===== src/rtl/fmul_pkg.sv =====
package fmul_pkg;

  localparam int FMUL_DW       = 16;
  localparam int FMUL_BW       = 8;
  localparam int FMUL_IW       = 4;
  localparam int FMUL_SKIP_IDX = 4;

  typedef enum logic {
    ST_IDLE = 1'b0,
    ST_RUN  = 1'b1
  } run_state_e;

endpackage


===== src/rtl/fmul_byte_mul.sv =====
module fmul_byte_mul #(
  parameter int BW = fmul_pkg::FMUL_BW
) (
  input  logic [BW-1:0]   a_i,
  input  logic [BW-1:0]   b_i,
  output logic [2*BW-1:0] p_o
);

  always_comb begin
    p_o = a_i * b_i;
  end

endmodule


===== src/rtl/fmul_ctrl.sv =====
module fmul_ctrl
  import fmul_pkg::*;
#(
  parameter int PASSES = 4,
  localparam int PW    = $clog2(PASSES),
  localparam int CW    = PW + 1
) (
  input  logic          clk,
  input  logic          rst_n,
  input  logic          start_i,
  input  logic          slow_i,
  output logic          accept_o,
  output logic          busy_o,
  output logic [PW-1:0] pass_o,
  output logic          acc_en_o,
  output logic          fin_en_o
);

  run_state_e    state_q, state_d;
  logic          slow_q, slow_d;
  logic [CW-1:0] step_q, step_d;
  logic          pass_half_done;
  logic          last_pass;

  always_comb begin
    busy_o         = (state_q == ST_RUN);
    accept_o       = start_i & ~busy_o;
    pass_o         = slow_q ? step_q[PW:1] : step_q[PW-1:0];
    pass_half_done = ~slow_q | step_q[0];
    last_pass      = &pass_o;
    fin_en_o       = busy_o & pass_half_done & last_pass;
    acc_en_o       = busy_o & pass_half_done & ~last_pass;
  end

  always_comb begin
    state_d = state_q;
    slow_d  = slow_q;
    step_d  = step_q;
    if (accept_o) begin
      state_d = ST_RUN;
      slow_d  = slow_i;
      step_d  = '0;
    end else if (fin_en_o) begin
      state_d = ST_IDLE;
      step_d  = '0;
    end else if (busy_o) begin
      step_d  = step_q + 1'b1;
    end
  end

  always_ff @(posedge clk or negedge rst_n) begin
    if (!rst_n) begin
      state_q <= ST_IDLE;
      slow_q  <= 1'b0;
      step_q  <= '0;
    end else begin
      state_q <= state_d;
      slow_q  <= slow_d;
      step_q  <= step_d;
    end
  end

endmodule


===== src/rtl/fmul_datapath.sv =====
module fmul_datapath #(
  parameter int DW       = fmul_pkg::FMUL_DW,
  parameter int BW       = fmul_pkg::FMUL_BW,
  parameter int IW       = fmul_pkg::FMUL_IW,
  parameter int SKIP_IDX = fmul_pkg::FMUL_SKIP_IDX,
  localparam int NB      = DW / BW,
  localparam int HW      = $clog2(NB),
  localparam int PW      = 2 * HW,
  localparam int AW      = 2 * DW
) (
  input  logic          clk,
  input  logic          rst_n,
  input  logic          accept_i,
  input  logic [PW-1:0] pass_i,
  input  logic          acc_en_i,
  input  logic          fin_en_i,
  input  logic [DW-1:0] src_i,
  input  logic [DW-1:0] r6_i,
  input  logic [IW-1:0] dst_i,
  output logic          done_o,
  output logic          wr_en_o,
  output logic [IW-1:0] wr_idx_o,
  output logic [DW-1:0] result_o,
  output logic          flag_s_o,
  output logic          flag_z_o,
  output logic          flag_cy_o
);

  localparam logic [IW-1:0] SKIP_CODE = IW'(SKIP_IDX);

  // captured operand magnitudes, sign relation and destination
  logic [DW-1:0] mag_a_q, mag_a_d;
  logic [DW-1:0] mag_b_q, mag_b_d;
  logic          neg_q,   neg_d;
  logic [IW-1:0] dst_q;

  // byte slices of the magnitudes
  logic [BW-1:0] a_byte [NB];
  logic [BW-1:0] b_byte [NB];

  for (genvar k = 0; k < NB; k++) begin : g_slice
    assign a_byte[k] = mag_a_q[k*BW +: BW];
    assign b_byte[k] = mag_b_q[k*BW +: BW];
  end

  logic [HW-1:0]   sel_a, sel_b;
  logic [HW:0]     weight;
  logic [BW-1:0]   mul_a, mul_b;
  logic [2*BW-1:0] pp;
  logic [AW-1:0]   pp_shifted;
  logic [AW-1:0]   acc_q, acc_d;
  logic [AW-1:0]   mag_sum;
  logic [AW-1:0]   product;

  always_comb begin
    sel_a  = pass_i[HW-1:0];
    sel_b  = pass_i[PW-1:HW];
    weight = {1'b0, sel_a} + {1'b0, sel_b};
    mul_a  = a_byte[sel_a];
    mul_b  = b_byte[sel_b];
  end

  fmul_byte_mul #(.BW(BW)) i_byte_mul (
    .a_i (mul_a),
    .b_i (mul_b),
    .p_o (pp)
  );

  always_comb begin
    pp_shifted = {{(AW-2*BW){1'b0}}, pp} << (weight * BW);
    mag_sum    = acc_q + pp_shifted;
    product    = neg_q ? (~mag_sum + 1'b1) : mag_sum;
  end

  // operand capture
  always_comb begin
    mag_a_d = src_i[DW-1] ? (~src_i + 1'b1) : src_i;
    mag_b_d = r6_i[DW-1]  ? (~r6_i  + 1'b1) : r6_i;
    neg_d   = src_i[DW-1] ^ r6_i[DW-1];
  end

  always_ff @(posedge clk or negedge rst_n) begin
    if (!rst_n) begin
      mag_a_q <= '0;
      mag_b_q <= '0;
      neg_q   <= 1'b0;
      dst_q   <= '0;
    end else if (accept_i) begin
      mag_a_q <= mag_a_d;
      mag_b_q <= mag_b_d;
      neg_q   <= neg_d;
      dst_q   <= dst_i;
    end
  end

  // accumulator
  always_comb begin
    acc_d = acc_q;
    if (accept_i) begin
      acc_d = '0;
    end else if (acc_en_i) begin
      acc_d = mag_sum;
    end
  end

  always_ff @(posedge clk or negedge rst_n) begin
    if (!rst_n) begin
      acc_q <= '0;
    end else begin
      acc_q <= acc_d;
    end
  end

  // result and flags, updated only on finish
  always_ff @(posedge clk or negedge rst_n) begin
    if (!rst_n) begin
      result_o  <= '0;
      flag_s_o  <= 1'b0;
      flag_z_o  <= 1'b0;
      flag_cy_o <= 1'b0;
      wr_idx_o  <= '0;
    end else if (fin_en_i) begin
      result_o  <= product[AW-1:DW];
      flag_s_o  <= product[AW-1];
      flag_z_o  <= (product[AW-1:DW] == '0);
      flag_cy_o <= product[DW-1];
      wr_idx_o  <= dst_q;
    end
  end

  // strobes
  always_ff @(posedge clk or negedge rst_n) begin
    if (!rst_n) begin
      done_o  <= 1'b0;
      wr_en_o <= 1'b0;
    end else begin
      done_o  <= fin_en_i;
      wr_en_o <= fin_en_i & (dst_q != SKIP_CODE);
    end
  end

endmodule


===== src/rtl/sfrac_mul_unit.sv =====
module sfrac_mul_unit
  import fmul_pkg::*;
#(
  parameter int DW       = FMUL_DW,
  parameter int BW       = FMUL_BW,
  parameter int IW       = FMUL_IW,
  parameter int SKIP_IDX = FMUL_SKIP_IDX,
  localparam int NB      = DW / BW,
  localparam int PASSES  = NB * NB,
  localparam int PW      = $clog2(PASSES)
) (
  input  logic          clk,
  input  logic          rst_n,
  input  logic          start_i,
  input  logic [DW-1:0] src_op_i,
  input  logic [DW-1:0] r6_op_i,
  input  logic [IW-1:0] dst_idx_i,
  input  logic          slow_cfg_i,
  output logic          done_o,
  output logic          wr_en_o,
  output logic [IW-1:0] wr_idx_o,
  output logic [DW-1:0] result_o,
  output logic          flag_s_o,
  output logic          flag_z_o,
  output logic          flag_cy_o
);

  // reset: asserted asynchronously, released on a clock edge
  logic [1:0] rst_sync_q;
  logic       rst_sync_n;

  always_ff @(posedge clk or negedge rst_n) begin
    if (!rst_n) begin
      rst_sync_q <= 2'b00;
    end else begin
      rst_sync_q <= {rst_sync_q[0], 1'b1};
    end
  end

  assign rst_sync_n = rst_sync_q[1];

  logic          accept;
  logic          busy;
  logic [PW-1:0] pass;
  logic          acc_en;
  logic          fin_en;

  fmul_ctrl #(.PASSES(PASSES)) i_ctrl (
    .clk      (clk),
    .rst_n    (rst_sync_n),
    .start_i  (start_i),
    .slow_i   (slow_cfg_i),
    .accept_o (accept),
    .busy_o   (busy),
    .pass_o   (pass),
    .acc_en_o (acc_en),
    .fin_en_o (fin_en)
  );

  fmul_datapath #(
    .DW       (DW),
    .BW       (BW),
    .IW       (IW),
    .SKIP_IDX (SKIP_IDX)
  ) i_datapath (
    .clk       (clk),
    .rst_n     (rst_sync_n),
    .accept_i  (accept),
    .pass_i    (pass),
    .acc_en_i  (acc_en),
    .fin_en_i  (fin_en),
    .src_i     (src_op_i),
    .r6_i      (r6_op_i),
    .dst_i     (dst_idx_i),
    .done_o    (done_o),
    .wr_en_o   (wr_en_o),
    .wr_idx_o  (wr_idx_o),
    .result_o  (result_o),
    .flag_s_o  (flag_s_o),
    .flag_z_o  (flag_z_o),
    .flag_cy_o (flag_cy_o)
  );

endmodule


===== config.mk =====
export PLATFORM = sky130hd
export DESIGN_NAME = sfrac_mul_unit
export DESIGN_NICKNAME = d
export VERILOG_FILES = /design/src/rtl/fmul_pkg.sv /design/src/rtl/fmul_byte_mul.sv /design/src/rtl/fmul_ctrl.sv /design/src/rtl/fmul_datapath.sv /design/src/rtl/sfrac_mul_unit.sv
export SDC_FILE = /design/constraint.sdc
export NUM_CORES = 1
export LEC_CHECK = 0
export BUFFER_PORTS_ARGS = -buffer_cell sky130_fd_sc_hd__buf_4
export CAP_MARGIN = 10
export CORE_MARGIN = 2
export CORE_UTILIZATION = 35
export CTS_BUF_LIST = sky130_fd_sc_hd__clkbuf_4 sky130_fd_sc_hd__clkbuf_8
export DETAILED_ROUTE_END_ITERATION = 10
export HOLD_SLACK_MARGIN = 0.15
export PLACE_DENSITY_LB_ADDON = 0.15
export REMOVE_ABC_BUFFERS = 1
export SYNTH_ARGS = -nofsm -noshare
export SYNTH_HDL_FRONTEND = slang
export SYNTH_SLANG_ARGS = --single-unit

===== constraint.sdc =====
create_clock -name clk -period 4.8 [get_ports clk]
set_input_delay 0.24 -clock clk [delete_from_list [all_inputs] [get_ports clk]]
set_output_delay 0.24 -clock clk [all_outputs]
set_load 0.01 [all_outputs]

Yosys cells after proc, flatten, opt, wreduce, memory -nomap -nowiden
Cells that the tools add are included.

Bits of input ports: 40. Register bits: 101. Logic and storage cells: 64. Output and inout bits: 25.

Reductions and logical operators: 5. $add $sub $neg: 6. Equality and inequality tests: 1. Magnitude comparators: 2. Bitwise operators: 15. Mux-type cells: 17. Multiply operators: 1. Shifts and indexed selects: 1.

Operator list (number): two-way mux 32 bit (3); two-way mux 8 bit (6); adder 16 x 1 -> 16 bit (second input constant) (2); adder 32 x 1 -> 32 bit (second input constant) (1); adder 32 bit (1); two-way mux 16 bit (2); inverter 16 bit (2); inverter 32 bit (1); << shifter 16 x 5 -> 32 bit (1); zero test 16 bit (1); multiplier 8 x 8 -> 16 bit (1); two-way mux 3 bit (3); AND 1 bit (5); greater-or-equal comparator 2 bit (second input constant) (2); inequality test 4 x 3 -> 1 bit (second input constant) (1); inverter 1 -> 2 bit (2); nonzero test 2 bit (2); adder 3 x 1 -> 3 bit (second input constant) (1); inverter 1 bit (3); nonzero test 3 bit (1); adder 1 x 1 -> 2 bit (1); two-way mux 1 bit (2); two-way mux 2 bit (1); AND reduction 2 bit (1); 2 further kinds (2).

Longest topological paths before layout
Gate-level depths: netlist of the first run.

Word-level depth: 12. Depth in mapped cells: 35. Depth with buffers taken out: 33.

Hierarchy
Synthesis of the first run repeated with hierarchy kept, for this count alone.

Cells, all modules: 1087. Area, all modules: 9660.5 µm².

By module, submodules not included: fmul_datapath (area each 7190.6 µm², times used 1, sequential area each 2327.2 µm², cells an instance 814); fmul_byte_mul (area each 2122.0 µm², times used 1, sequential area each 0.0 µm², cells an instance 243); fmul_ctrl (area each 294.0 µm², times used 1, sequential area each 125.1 µm², cells an instance 27); sfrac_mul_unit (area each 53.8 µm², times used 1, sequential area each 50.0 µm², cells an instance 3).

Worst setup path before layout of the first run
OpenSTA, ideal clock, no wires.

Kind: flip-flop to flip-flop. Start point: register i_ctrl.slow_q. End point: register i_datapath.flag_z_o. Setup slack: -3.971 ns. Buffers on the path: 0. Data arrival time: 8.679 ns. Required time: 4.708 ns. Cell stages (with the launch flop): 32. Setup time: 0.092 ns. Clock period less this slack: 8.771 ns. Path through: dfrtp_1 mux2i_1 mux2i_1 or2_2 fa_1 fa_1 inv_1 fa_1 inv_1 fa_1 inv_1 ha_1 a21oi_1 o21bai_1 a21oi_1 o21bai_1 a2111oi_0 nor3_1 xnor2_1 o22ai_1 ha_1 a21oi_1 o211ai_1 a31oi_1 nand2_1 a311o_1 xor2_1 or4_1 or4b_1 nand3_1 nand3_1 o31ai_2.

Word-level cells in the longest chain between the ends: 12. Elaborated cells between the ends (all ways): 22. Classes of those cells: add/sub: 3; mul: 1; shift: 1; mux: 8; bitwise: 7; reduce/logical: 2.

RTL lines: start, declared (line fmul_ctrl.sv:20) `logic slow_q, slow_d;`; start signal, assigned (line fmul_ctrl.sv:58) `slow_q <= slow_d;`; two-way mux 2 bit (line fmul_ctrl.sv:28) `pass_o = slow_q ? step_q[PW:1] : step_q[PW-1:0];`; inverter 1 -> 2 bit, on equally long branches (line fmul_datapath.sv:59, fmul_datapath.sv:60); two-way mux 8 bit, on equally long branches (3 in a row) (line fmul_datapath.sv:59, fmul_datapath.sv:60); multiplier 8 x 8 -> 16 bit (line fmul_byte_mul.sv:10) `p_o = a_i * b_i;`; << shifter 16 x 5 -> 32 bit (line fmul_datapath.sv:70) `pp_shifted = {{(AW-2*BW){1'b0}}, pp} << (weight * BW);`; adder 32 bit (line fmul_datapath.sv:71) `mag_sum = acc_q + pp_shifted;`; inverter 32 bit (line fmul_datapath.sv:72) `product = neg_q ? (~mag_sum + 1'b1) : mag_sum;`; adder 32 x 1 -> 32 bit (line fmul_datapath.sv:72); two-way mux 32 bit (line fmul_datapath.sv:72); zero test 16 bit (line fmul_datapath.sv:125) `flag_z_o <= (product[AW-1:DW] == '0);`; end signal, assigned (line fmul_datapath.sv:125); end, declared (line fmul_datapath.sv:25) `output logic flag_z_o,`.

Parallel ways exist; a longest one is shown, timed or not. The select of a mux whose other input is x is not followed. A chain may end at the register's enable or synchronous reset.

Worst setup path in the final report of the first run
Start point: register i_ctrl.slow_q. End point: register i_datapath.flag_s_o.

Word-level cells in the longest chain between the ends: 11. Elaborated cells between the ends (all ways): 21. Classes of those cells: add/sub: 3; mul: 1; shift: 1; mux: 8; bitwise: 7; reduce/logical: 1.

RTL lines: two-way mux 2 bit (line fmul_ctrl.sv:28); inverter 1 -> 2 bit, on equally long branches (line fmul_datapath.sv:59, fmul_datapath.sv:60); two-way mux 8 bit, on equally long branches (3 in a row) (line fmul_datapath.sv:59, fmul_datapath.sv:60); multiplier 8 x 8 -> 16 bit (line fmul_byte_mul.sv:10); << shifter 16 x 5 -> 32 bit (line fmul_datapath.sv:70); adder 32 bit (line fmul_datapath.sv:71); inverter 32 bit (line fmul_datapath.sv:72); adder 32 x 1 -> 32 bit (line fmul_datapath.sv:72); two-way mux 32 bit (line fmul_datapath.sv:72); end signal, assigned (line fmul_datapath.sv:124) `flag_s_o <= product[AW-1];`; end, declared (line fmul_datapath.sv:24) `output logic flag_s_o,`.

Parallel ways exist; a longest one is shown, timed or not. The select of a mux whose other input is x is not followed.

==> results.rst, run 1 <==
.. list-table::
   :header-rows: 1

   * - Metric
     - Value
   * - Outcome
     - complete, but fails checks
   * - Violations in the final reports
     - setup timing
   * - Wire length of the first global-routing pass
     - approximately 50000 µm
   * - CP bufs+invs
     - 8
   * - Critical path data arrival time
     - around 8.4 ns
   * - Worst R2R Start
     - i_ctrl.slow_q
   * - Initial drt markers
     - ~500
   * - Fraction of synthesis flops using an asynchronous set or reset pin
     - 100.0%
   * - Top flip-flop cell by instance count after synthesis
     - sky130_fd_sc_hd__dfrtp_1
   * - Number of stages on the worst setup path
     - 33
   * - Worst hold path depth
     - 3
   * - DP HPWL
     - approximately 23000 µm
   * - Antenna violation net count after detailed routing
     - 0
   * - Routability Congestion
     - about 0.90
   * - Largest clock skew in the final design
     - about 0.017 ns
   * - Cell area reported after detailed placement
     - 0.01249 mm²
   * - GR peak layer
     - met2
   * - Crit Path Category
     - reg2reg
   * - CTS max path bufs
     - 2
   * - GRT Overall Usage
     - a little over a fifth
   * - Chip Height
     - 170.1 µm
   * - Register bit total from synthesis
     - 100
   * - Final wirelength
     - ~32000 µm
   * - Setup slack, reg-to-reg
     - -3.25 ns
   * - Worst-path clk slew
     - roughly 0.12 ns
   * - Total grt overflow
     - 0
   * - Router iterations before antenna repair
     - 5
   * - Required @ worst endpoint
     - between 5 and 6 ns
   * - Global-route met3 utilization
     - under 10%
   * - Mean instance size in the synthesized netlist
     - 8.355 µm²
   * - Max-capacitance violation count
     - 0
   * - Number of fill cells
     - 2292
   * - Sequential element share of the synthesized area
     - around 26%
   * - Met2 routing resource usage after global routing
     - between 30% and 40%
   * - CTS tree
     - yes
   * - Critical path launch point type
     - register
   * - Final Hold Vio Count
     - 0
   * - Least-Margin Pin Slew
     - ~1.3 ns
   * - Effective utilization at floorplan
     - 35.71%
   * - Most used cell along the critical path
     - sky130_fd_sc_hd__buf_6
   * - Pin count of the biggest net entering global routing
     - 61
   * - Kind of cell with the highest combined delay on the critical path
     - adder cells
   * - Core Footprint
     - around 0.027 mm²
   * - Logic depth of the worst register-to-register path
     - 33
   * - Number of unique standard cell types used by synthesis
     - 90
   * - Clock Tree Root
     - sky130_fd_sc_hd__clkbuf_8
   * - Worst-case setup margin in the final layout
     - -3.254 ns
   * - Max frequency
     - roughly 120 MHz
   * - Tightest Hold Check Type
     - in2reg
   * - Post-Layout Inst Area
     - ~0.016 mm²
   * - Relative area change from synthesis to final layout
     - 68.04%
   * - Max-slew violation count
     - 0
   * - Final critical path time including I/O delays and setup
     - between 8 and 9 ns
   * - Via total after detailed routing
     - 10159
   * - Number of placement rows
     - 60
   * - Antenna violations before repair
     - 0
   * - Highest cell delay on the worst timing path
     - about 0.53 ns
   * - Die W
     - around 170 µm
   * - Area of the die
     - 0.02892 mm²
   * - Met1 Use GR
     - 28.19%
   * - Count of clock tree sinks
     - 100
   * - DRC violation count after routing
     - 0
   * - Worst reg2reg endpoint
     - i_datapath.flag_s_o
   * - Kind of end point of the critical path
     - register
   * - Final core occ
     - 60.00%
   * - Crit share post-route
     - 167.8%
   * - Final setup violation count
     - 45
   * - Number of vias per cell after detailed routing
     - 5.196
   * - Latest clock arrival within the worst-skew pair
     - a little over 0.4 ns
   * - Synthesized instance count
     - roughly 1200
   * - Setup repair after global routing missed its margin
     - true
   * - Min-delay src
     - r6_op_i[7]
   * - Worst slew margin relative to its limit
     - 11.67%
   * - Port Buffer Count
     - 64
   * - Number of H-tree levels
     - 3
   * - Cell with the biggest individual delay on the critical path
     - sky130_fd_sc_hd__fa_1
   * - Via count of the first global-routing pass
     - 10098
   * - Worst setup path start
     - i_ctrl.slow_q
   * - Number of flops mapped to enable cells by yosys
     - 0
   * - Number of primary I/O pins
     - 65
   * - Hold endpoint
     - i_datapath.mag_b_q[7]
   * - Yosys warning count
     - 0
   * - Summed instance area of the synthesized netlist
     - 0.009651 mm²
   * - Detailed-route wire length per cell
     - 16.55 µm
   * - Critical Path Fanout Max
     - 7
   * - Total clock buffers created by CTS
     - 9
   * - Share of layout cells above drive strength 1
     - between 40% and 50%
   * - Total number of nets in the final design
     - ~1800
   * - Antenna diodes
     - 0
-- how the worst max path moves through the flow --
stage,slack (ns),to
after detailed placement,-3.80,i_datapath.flag_z_o
after CTS,-3.25,i_datapath.flag_z_o
final,-3.25,i_datapath.flag_s_o
after global placement,-3.65,i_datapath.flag_z_o
after floorplan,-4.12,i_datapath.flag_z_o
after global routing,-3.60,i_datapath.flag_s_o
-- cell usage after synthesis, types with 11 or more instances --
| library cell | count | area share (%) |
|---|---|---|
| sky130_fd_sc_hd__mux2i_1 | 29 | 3.0 |
| sky130_fd_sc_hd__nand4_1 | 12 | 0.78 |
| sky130_fd_sc_hd__nor3_1 | 24 | 1.2 |
| sky130_fd_sc_hd__xor2_1 | 42 | 3.8 |
| sky130_fd_sc_hd__a21oi_1 | 36 | 1.9 |
| sky130_fd_sc_hd__inv_1 | 69 | 2.7 |
| sky130_fd_sc_hd__nand2b_1 | 11 | 0.71 |
| sky130_fd_sc_hd__and2_1 | 11 | 0.71 |
| sky130_fd_sc_hd__or2_2 | 18 | 1.2 |
| sky130_fd_sc_hd__o21ai_1 | 11 | 0.57 |
| sky130_fd_sc_hd__and3_1 | 13 | 0.84 |
| sky130_fd_sc_hd__a21o_1 | 17 | 1.3 |
| sky130_fd_sc_hd__or3_1 | 13 | 0.84 |
| sky130_fd_sc_hd__ha_1 | 71 | 9.2 |
| sky130_fd_sc_hd__xnor2_1 | 37 | 3.4 |
| sky130_fd_sc_hd__nor2_1 | 114 | 4.4 |
| sky130_fd_sc_hd__fa_1 | 37 | 7.7 |
| sky130_fd_sc_hd__o21ai_0 | 92 | 4.8 |
| sky130_fd_sc_hd__nand2_1 | 143 | 5.6 |
| sky130_fd_sc_hd__dfrtp_1 | 100 | 26 |
| sky130_fd_sc_hd__nand3_1 | 50 | 2.6 |
| sky130_fd_sc_hd__clkbuf_1 | 31 | 1.2 |
-- tightest hold or removal path, delay by kind of cell --
family / cells / cell delay [ns]
buffers and inverters: 1 / 0.10
xor gates and xnor gates: 1 / 0.06
AOI/OAI and AO/OA: 1 / 0.13
-- metal layers --
metal  part of all wire (%)  up-vias  routed length [µm]
met2                     51      159               16400
met3                    2.3       46                 740
met4                    2.2        0                 703
li1                       -     4971                   -
met5                      0        -                   0
met1                     45     4983               14510
-- cell usage in the layout (no fill, tap or decap), types with 7 or more instances in the layout --
cell type | Yosys | routed
sky130_fd_sc_hd__buf_4 | 2 | 376
sky130_fd_sc_hd__nand2_1 | 143 | 119
sky130_fd_sc_hd__dfrtp_1 | 100 | 99
sky130_fd_sc_hd__nor2_1 | 114 | 88
sky130_fd_sc_hd__buf_6 | 2 | 73
sky130_fd_sc_hd__inv_1 | 69 | 58
sky130_fd_sc_hd__o21ai_0 | 92 | 50
sky130_fd_sc_hd__ha_1 | 71 | 48
sky130_fd_sc_hd__nand3_1 | 50 | 43
sky130_fd_sc_hd__xor2_1 | 42 | 36
sky130_fd_sc_hd__fa_1 | 37 | 33
sky130_fd_sc_hd__dlygate4sd3_1 | 0 | 33
sky130_fd_sc_hd__o21ai_1 | 11 | 27
sky130_fd_sc_hd__o21ai_2 | 2 | 21
sky130_fd_sc_hd__ha_4 | 0 | 21
sky130_fd_sc_hd__mux2i_1 | 29 | 17
sky130_fd_sc_hd__a21o_1 | 17 | 17
sky130_fd_sc_hd__xnor2_2 | 1 | 17
sky130_fd_sc_hd__a21oi_1 | 36 | 17
sky130_fd_sc_hd__xnor2_1 | 37 | 16
sky130_fd_sc_hd__nand2_2 | 1 | 16
sky130_fd_sc_hd__or2_2 | 18 | 14
sky130_fd_sc_hd__nor2_2 | 0 | 13
sky130_fd_sc_hd__nor2_4 | 0 | 13
sky130_fd_sc_hd__a21oi_4 | 2 | 13
sky130_fd_sc_hd__nor3_1 | 24 | 12
sky130_fd_sc_hd__a21oi_2 | 4 | 12
sky130_fd_sc_hd__nand4_1 | 12 | 12
sky130_fd_sc_hd__inv_2 | 0 | 10
sky130_fd_sc_hd__or3_1 | 13 | 10
sky130_fd_sc_hd__nand2_4 | 0 | 9
sky130_fd_sc_hd__nand2b_1 | 11 | 9
sky130_fd_sc_hd__and3_1 | 13 | 9
sky130_fd_sc_hd__clkbuf_8 | 0 | 9
sky130_fd_sc_hd__mux2i_4 | 0 | 8
sky130_fd_sc_hd__nor3_2 | 0 | 8
sky130_fd_sc_hd__o21ai_4 | 0 | 7
sky130_fd_sc_hd__xor2_2 | 1 | 7
-- final cells by class --
type	count	area (µm²)	share of cell area (%)
inverter	70	265.3	1.636
multi-input combinational	940	8730	53.83
sequential	100	2506	15.45
clock buffer	9	123.9	0.7638
tap	341	426.7	2.631
clock inverter	7	80.08	0.4938
timing repair buffer	488	4085	25.19
-- cell families (layout without fill, tap and decap cells) --
logic type | Yosys count | in the layout | share of synthesized area, %
buf+inv | 115 | 574 | 4.810
fa+ha+maj | 108 | 108 | 16.88
mux | 35 | 35 | 3.708
flops | 100 | 100 | 25.93
other cells | 1 | 1 | 0.03886
simple gates | 447 | 447 | 22.20
compound gates | 268 | 268 | 18.93
xor+xnor | 81 | 81 | 7.507
-- per-stage QoR --
stage	hold WS, ns	worst slack (ns)	setup TNS (ns)	cells
after CTS	0.1518	-3.250	-101.43	1912
final	0.1643	-3.254	-103.13	1955
after detailed placement	0.02575	-3.804	-123.39	1796
after global routing	0.1730	-3.598	-116.26	1955
after floorplan	-0.05559	-4.117	-127.83	1110
after global placement	0.02262	-3.654	-118.73	1796
-- registers in the layout, indices dropped and copies added (netlist names) --
| signal | cells |
|---|---|
| i_datapath.flag_z_o | 1 |
| i_datapath.mag_a_q | 16 |
| i_datapath.dst_q | 4 |
| i_datapath.mag_b_q | 16 |
| i_datapath.result_o | 15 |
| i_ctrl.busy_o | 1 |
| i_datapath.done_o | 1 |
| i_ctrl.step_q | 3 |
| i_datapath.flag_cy_o | 1 |
| rst_sync_q | 2 |
| i_datapath.flag_s_o | 1 |
| i_datapath.acc_q | 32 |
| i_ctrl.slow_q | 1 |
| i_datapath.wr_en_o | 1 |
| i_datapath.wr_idx_o | 4 |
| i_datapath.neg_q | 1 |
-- timing repair --
action,CTS,global route
setup endpoints to repair,46,46
pin swaps,182,141
setup buffers,79,48
hold endpoints to repair,32,0
cloned,0,1
hold buffers,33,0
gates resized for setup,295,200
Power of run 1 is not shown: default switching activity piles up to over one toggle a cycle in this logic, so the estimate is an artifact.
==> inputs of run 2 (changes only) <==
Settings changed: TNS_END_PERCENT from default to 100.
Clock period 4.8 ns to 7.6 ns, I/O delays scaled along.
==> results.rst, run 2 (synthesis gave the netlist of run 1 again) <==
.. list-table::
   :header-rows: 1

   * - Metric
     - Value
   * - Outcome
     - complete, but fails checks (unchanged)
   * - Violations in the final reports
     - setup timing (unchanged)
   * - Core Footprint
     - 0.02703 mm² (unchanged)
   * - Via total after detailed routing
     - 9470 (was 10159)
   * - Routability Congestion
     - 0.9113 (was 0.8995)
   * - Setup repair after global routing missed its margin
     - true (unchanged)
   * - Die W
     - 170.1 µm (unchanged)
   * - Via count of the first global-routing pass
     - 9313 (was 10098)
   * - DRC violation count after routing
     - 0 (unchanged)
   * - Port Buffer Count
     - 64 (unchanged)
   * - Routed met2 length
     - 14590 µm (was 16400 µm)
   * - CTS max path bufs
     - 2 (unchanged)
   * - Final wirelength
     - 29970 µm (was 32360 µm)
   * - Crit share post-route
     - 106.6% (was 167.8%)
   * - Count of clock tree sinks
     - 100 (unchanged)
   * - Max FFs per register
     - 32 (unchanged)
   * - Relative area change from synthesis to final layout
     - 44.63% (was 68.04%)
   * - Cell with the biggest individual delay on the critical path
     - sky130_fd_sc_hd__fa_1 (unchanged)
   * - Largest clock skew in the final design
     - 0.02327 ns (was 0.01749 ns)
   * - Crit Path Category
     - reg2reg (unchanged)
   * - Final critical path time including I/O delays and setup
     - 8.099 ns (was 8.054 ns)
   * - Critical path data arrival time
     - 8.43 ns (was 8.35 ns)
   * - Registers with the highest flip-flop counts
     - i_datapath.acc_q (32), i_datapath.mag_a_q (16), i_datapath.mag_b_q (16) (unchanged)
   * - Most common cell after layout, fill and taps aside
     - sky130_fd_sc_hd__buf_4 (unchanged)
   * - Critical Path Fanout Max
     - 7 (unchanged)
   * - Chip Height
     - 170.1 µm (unchanged)
   * - Met1 wire length
     - 13870 µm (was 14510 µm)
   * - Least-Margin Pin Slew
     - 1.088 ns (was 1.320 ns)
   * - Highest routed metal layer
     - met4 (unchanged)
   * - Tightest Hold Check Type
     - in2reg (unchanged)
   * - Most frequent cells in the layout
     - 321 x sky130_fd_sc_hd__buf_4, 134 x sky130_fd_sc_hd__nand2_1, 101 x sky130_fd_sc_hd__nor2_1, 99 x sky130_fd_sc_hd__dfrtp_1, 68 x sky130_fd_sc_hd__o21ai_0 (was 376 x sky130_fd_sc_hd__buf_4, 119 x sky130_fd_sc_hd__nand2_1, 99 x sky130_fd_sc_hd__dfrtp_1, 88 x sky130_fd_sc_hd__nor2_1, 73 x sky130_fd_sc_hd__buf_6)
   * - Number of vias per cell after detailed routing
     - 5.192 (was 5.196)
   * - Router iterations before antenna repair
     - 8 (was 5)
   * - Max-capacitance violation count
     - 0 (unchanged)
   * - Total clock buffers created by CTS
     - 9 (unchanged)
   * - Number of primary I/O pins
     - 65 (unchanged)
   * - Number of placement rows
     - 60 (unchanged)
   * - Detailed-route wire length per cell
     - 16.43 µm (was 16.55 µm)
   * - Area of the multi-input gates
     - 0.007711 mm² (was 0.008730 mm²)
   * - Share of layout cells above drive strength 1
     - 38.17% (was 48.70%)
   * - Number of H-tree levels
     - 3 (unchanged)
   * - Required @ worst endpoint
     - 7.93 ns (was 5.09 ns)
   * - Pin count of the biggest net entering global routing
     - 104 (was 61)
   * - Most used cell along the critical path
     - sky130_fd_sc_hd__buf_4 (was sky130_fd_sc_hd__buf_6)
   * - DP HPWL
     - 22730 µm (was 23040 µm)
   * - Worst slew margin relative to its limit
     - 27.49% (was 11.67%)
   * - GRT Overall Usage
     - 20.74% (was 21.85%)
   * - Total grt overflow
     - 0 (unchanged)
   * - Wire length of the first global-routing pass
     - 47750 µm (was 50480 µm)
   * - Met3 layer wire length in the routed design
     - 881 µm (was 740 µm)
   * - Kind of end point of the critical path
     - register (unchanged)
   * - Clock Tree Root
     - sky130_fd_sc_hd__clkbuf_8 (unchanged)
   * - Max frequency
     - 123.5 MHz (was 124.2 MHz)
   * - Worst-path clk slew
     - 0.13 ns (was 0.12 ns)
   * - Cell area reported after detailed placement
     - 0.01204 mm² (was 0.01249 mm²)
   * - Antenna violation net count after detailed routing
     - 0 (unchanged)
   * - Latest clock arrival within the worst-skew pair
     - 0.41 ns (about the same)
   * - Highest cell delay on the worst timing path
     - 0.54 ns (was 0.53 ns)
   * - CTS tree
     - yes (unchanged)
   * - Max-slew violation count
     - 0 (unchanged)
   * - Number of fill cells
     - 2564 (was 2292)
   * - FF/Latch Area
     - 0.002506 mm² (unchanged)
   * - Worst-case setup margin in the final layout
     - -0.4994 ns (was -3.254 ns)
   * - Final Hold Vio Count
     - 0 (unchanged)
   * - Antenna violations before repair
     - 0 (unchanged)
   * - Area of the die
     - 0.02892 mm² (unchanged)
   * - Final setup violation count
     - 13 (was 45)
   * - Largest register by flop count
     - i_datapath.acc_q (unchanged)
   * - Minimum setup slack after placement
     - -1.103 ns (was -3.804 ns)
   * - Effective utilization at floorplan
     - 35.71% (unchanged)
   * - Total number of nets in the final design
     - 1626 (was 1757)
   * - Initial drt markers
     - 491 (was 492)
   * - Antenna diodes
     - 0 (unchanged)
   * - Post-Layout Inst Area
     - 0.01396 mm² (was 0.01622 mm²)
   * - Critical path launch point type
     - register (unchanged)
[run 2: changes by cell type in the layout (fill, tap and decap cells not counted), moves of 12 or more]
cell / before / now
sky130_fd_sc_hd__dlygate4sd3_1: 33 / 1
sky130_fd_sc_hd__buf_4: 376 / 321
sky130_fd_sc_hd__buf_6: 73 / 32
sky130_fd_sc_hd__o21ai_0: 50 / 68
sky130_fd_sc_hd__nand2_1: 119 / 134
sky130_fd_sc_hd__ha_1: 48 / 60
sky130_fd_sc_hd__nor2_1: 88 / 101
sky130_fd_sc_hd__o21ai_2: 21 / 8
[run 2: path summary, 6_finish.rpt]
kind	slack, ns	end	startpoint	depth (start not counted)
setup / recovery	-0.50	i_datapath.flag_z_o	i_ctrl.slow_q	36
hold / removal	0.19	i_datapath.dst_q[1]	dst_idx_i[1]	2
setup reg to reg	-0.50	i_datapath.flag_z_o	i_ctrl.slow_q	36
hold reg to reg	0.37	rst_sync_q[1]	rst_sync_q[0]	0
max in group asynchronous	6.04	i_datapath.acc_q[16]	rst_sync_q[1]	1
min in group asynchronous	0.28	rst_sync_q[1]	rst_n	2
[run 2: layer usage]
| metal | vias up | global-route usage [%] |
|---|---|---|
| met3 | 32 | 2.791 |
| met2 | 157 | 35.21 |
| li1 | 4704 | - |
| met1 | 4577 | 27.54 |
| met5 | - | 0 |
| met4 | 0 | 6.057 |
[run 2: through the flow]
stage	TNS (ns)	util, %	cells	hold slack, ns
after floorplan	-17.38	-	1110	0.08441
after detailed placement	-12.84	44.55	1736	0.1628
after global routing	-9.533	51.64	1824	0.1774
after CTS	-3.501	48.77	1802	0.1710
after global placement	-11.89	44.55	1736	0.1621
final	-3.202	51.64	1824	0.1950
[run 2: critical path, delay by kind of cell, from the launching register on]
kind | cells | cell delay, ns
flip-flops | 1 | 0.42
buffers and inverters | 10 | 1.43
XOR/XNOR | 1 | 0.29
AO/OA/AOI/OAI | 11 | 2.21
multiplexers | 2 | 0.47
adder cells (fa/ha/maj) | 6 | 2.51
AND/OR/NAND/NOR | 6 | 0.67
[run 2: cell type report]
type,instances,area share (%)
Tap cell,341,3.057
Clock inverter,7,0.6544
Timing Repair Buffer,357,20.31
Sequential cell,100,17.96
Multi-Input combinational cell,940,55.25
Inverter,70,1.883
Clock buffer,9,0.8875
[run 2: timing repair]
action                     4_1_cts  5_1_grt
resized for setup              130      119
buffers inserted                52       26
pin swaps                       97       78
gates cloned                     0        0
setup endpoints to repair       26       26
hold endpoints to repair         2        0
hold buffers                     1        0
Power of run 2 is left out for the same reason.
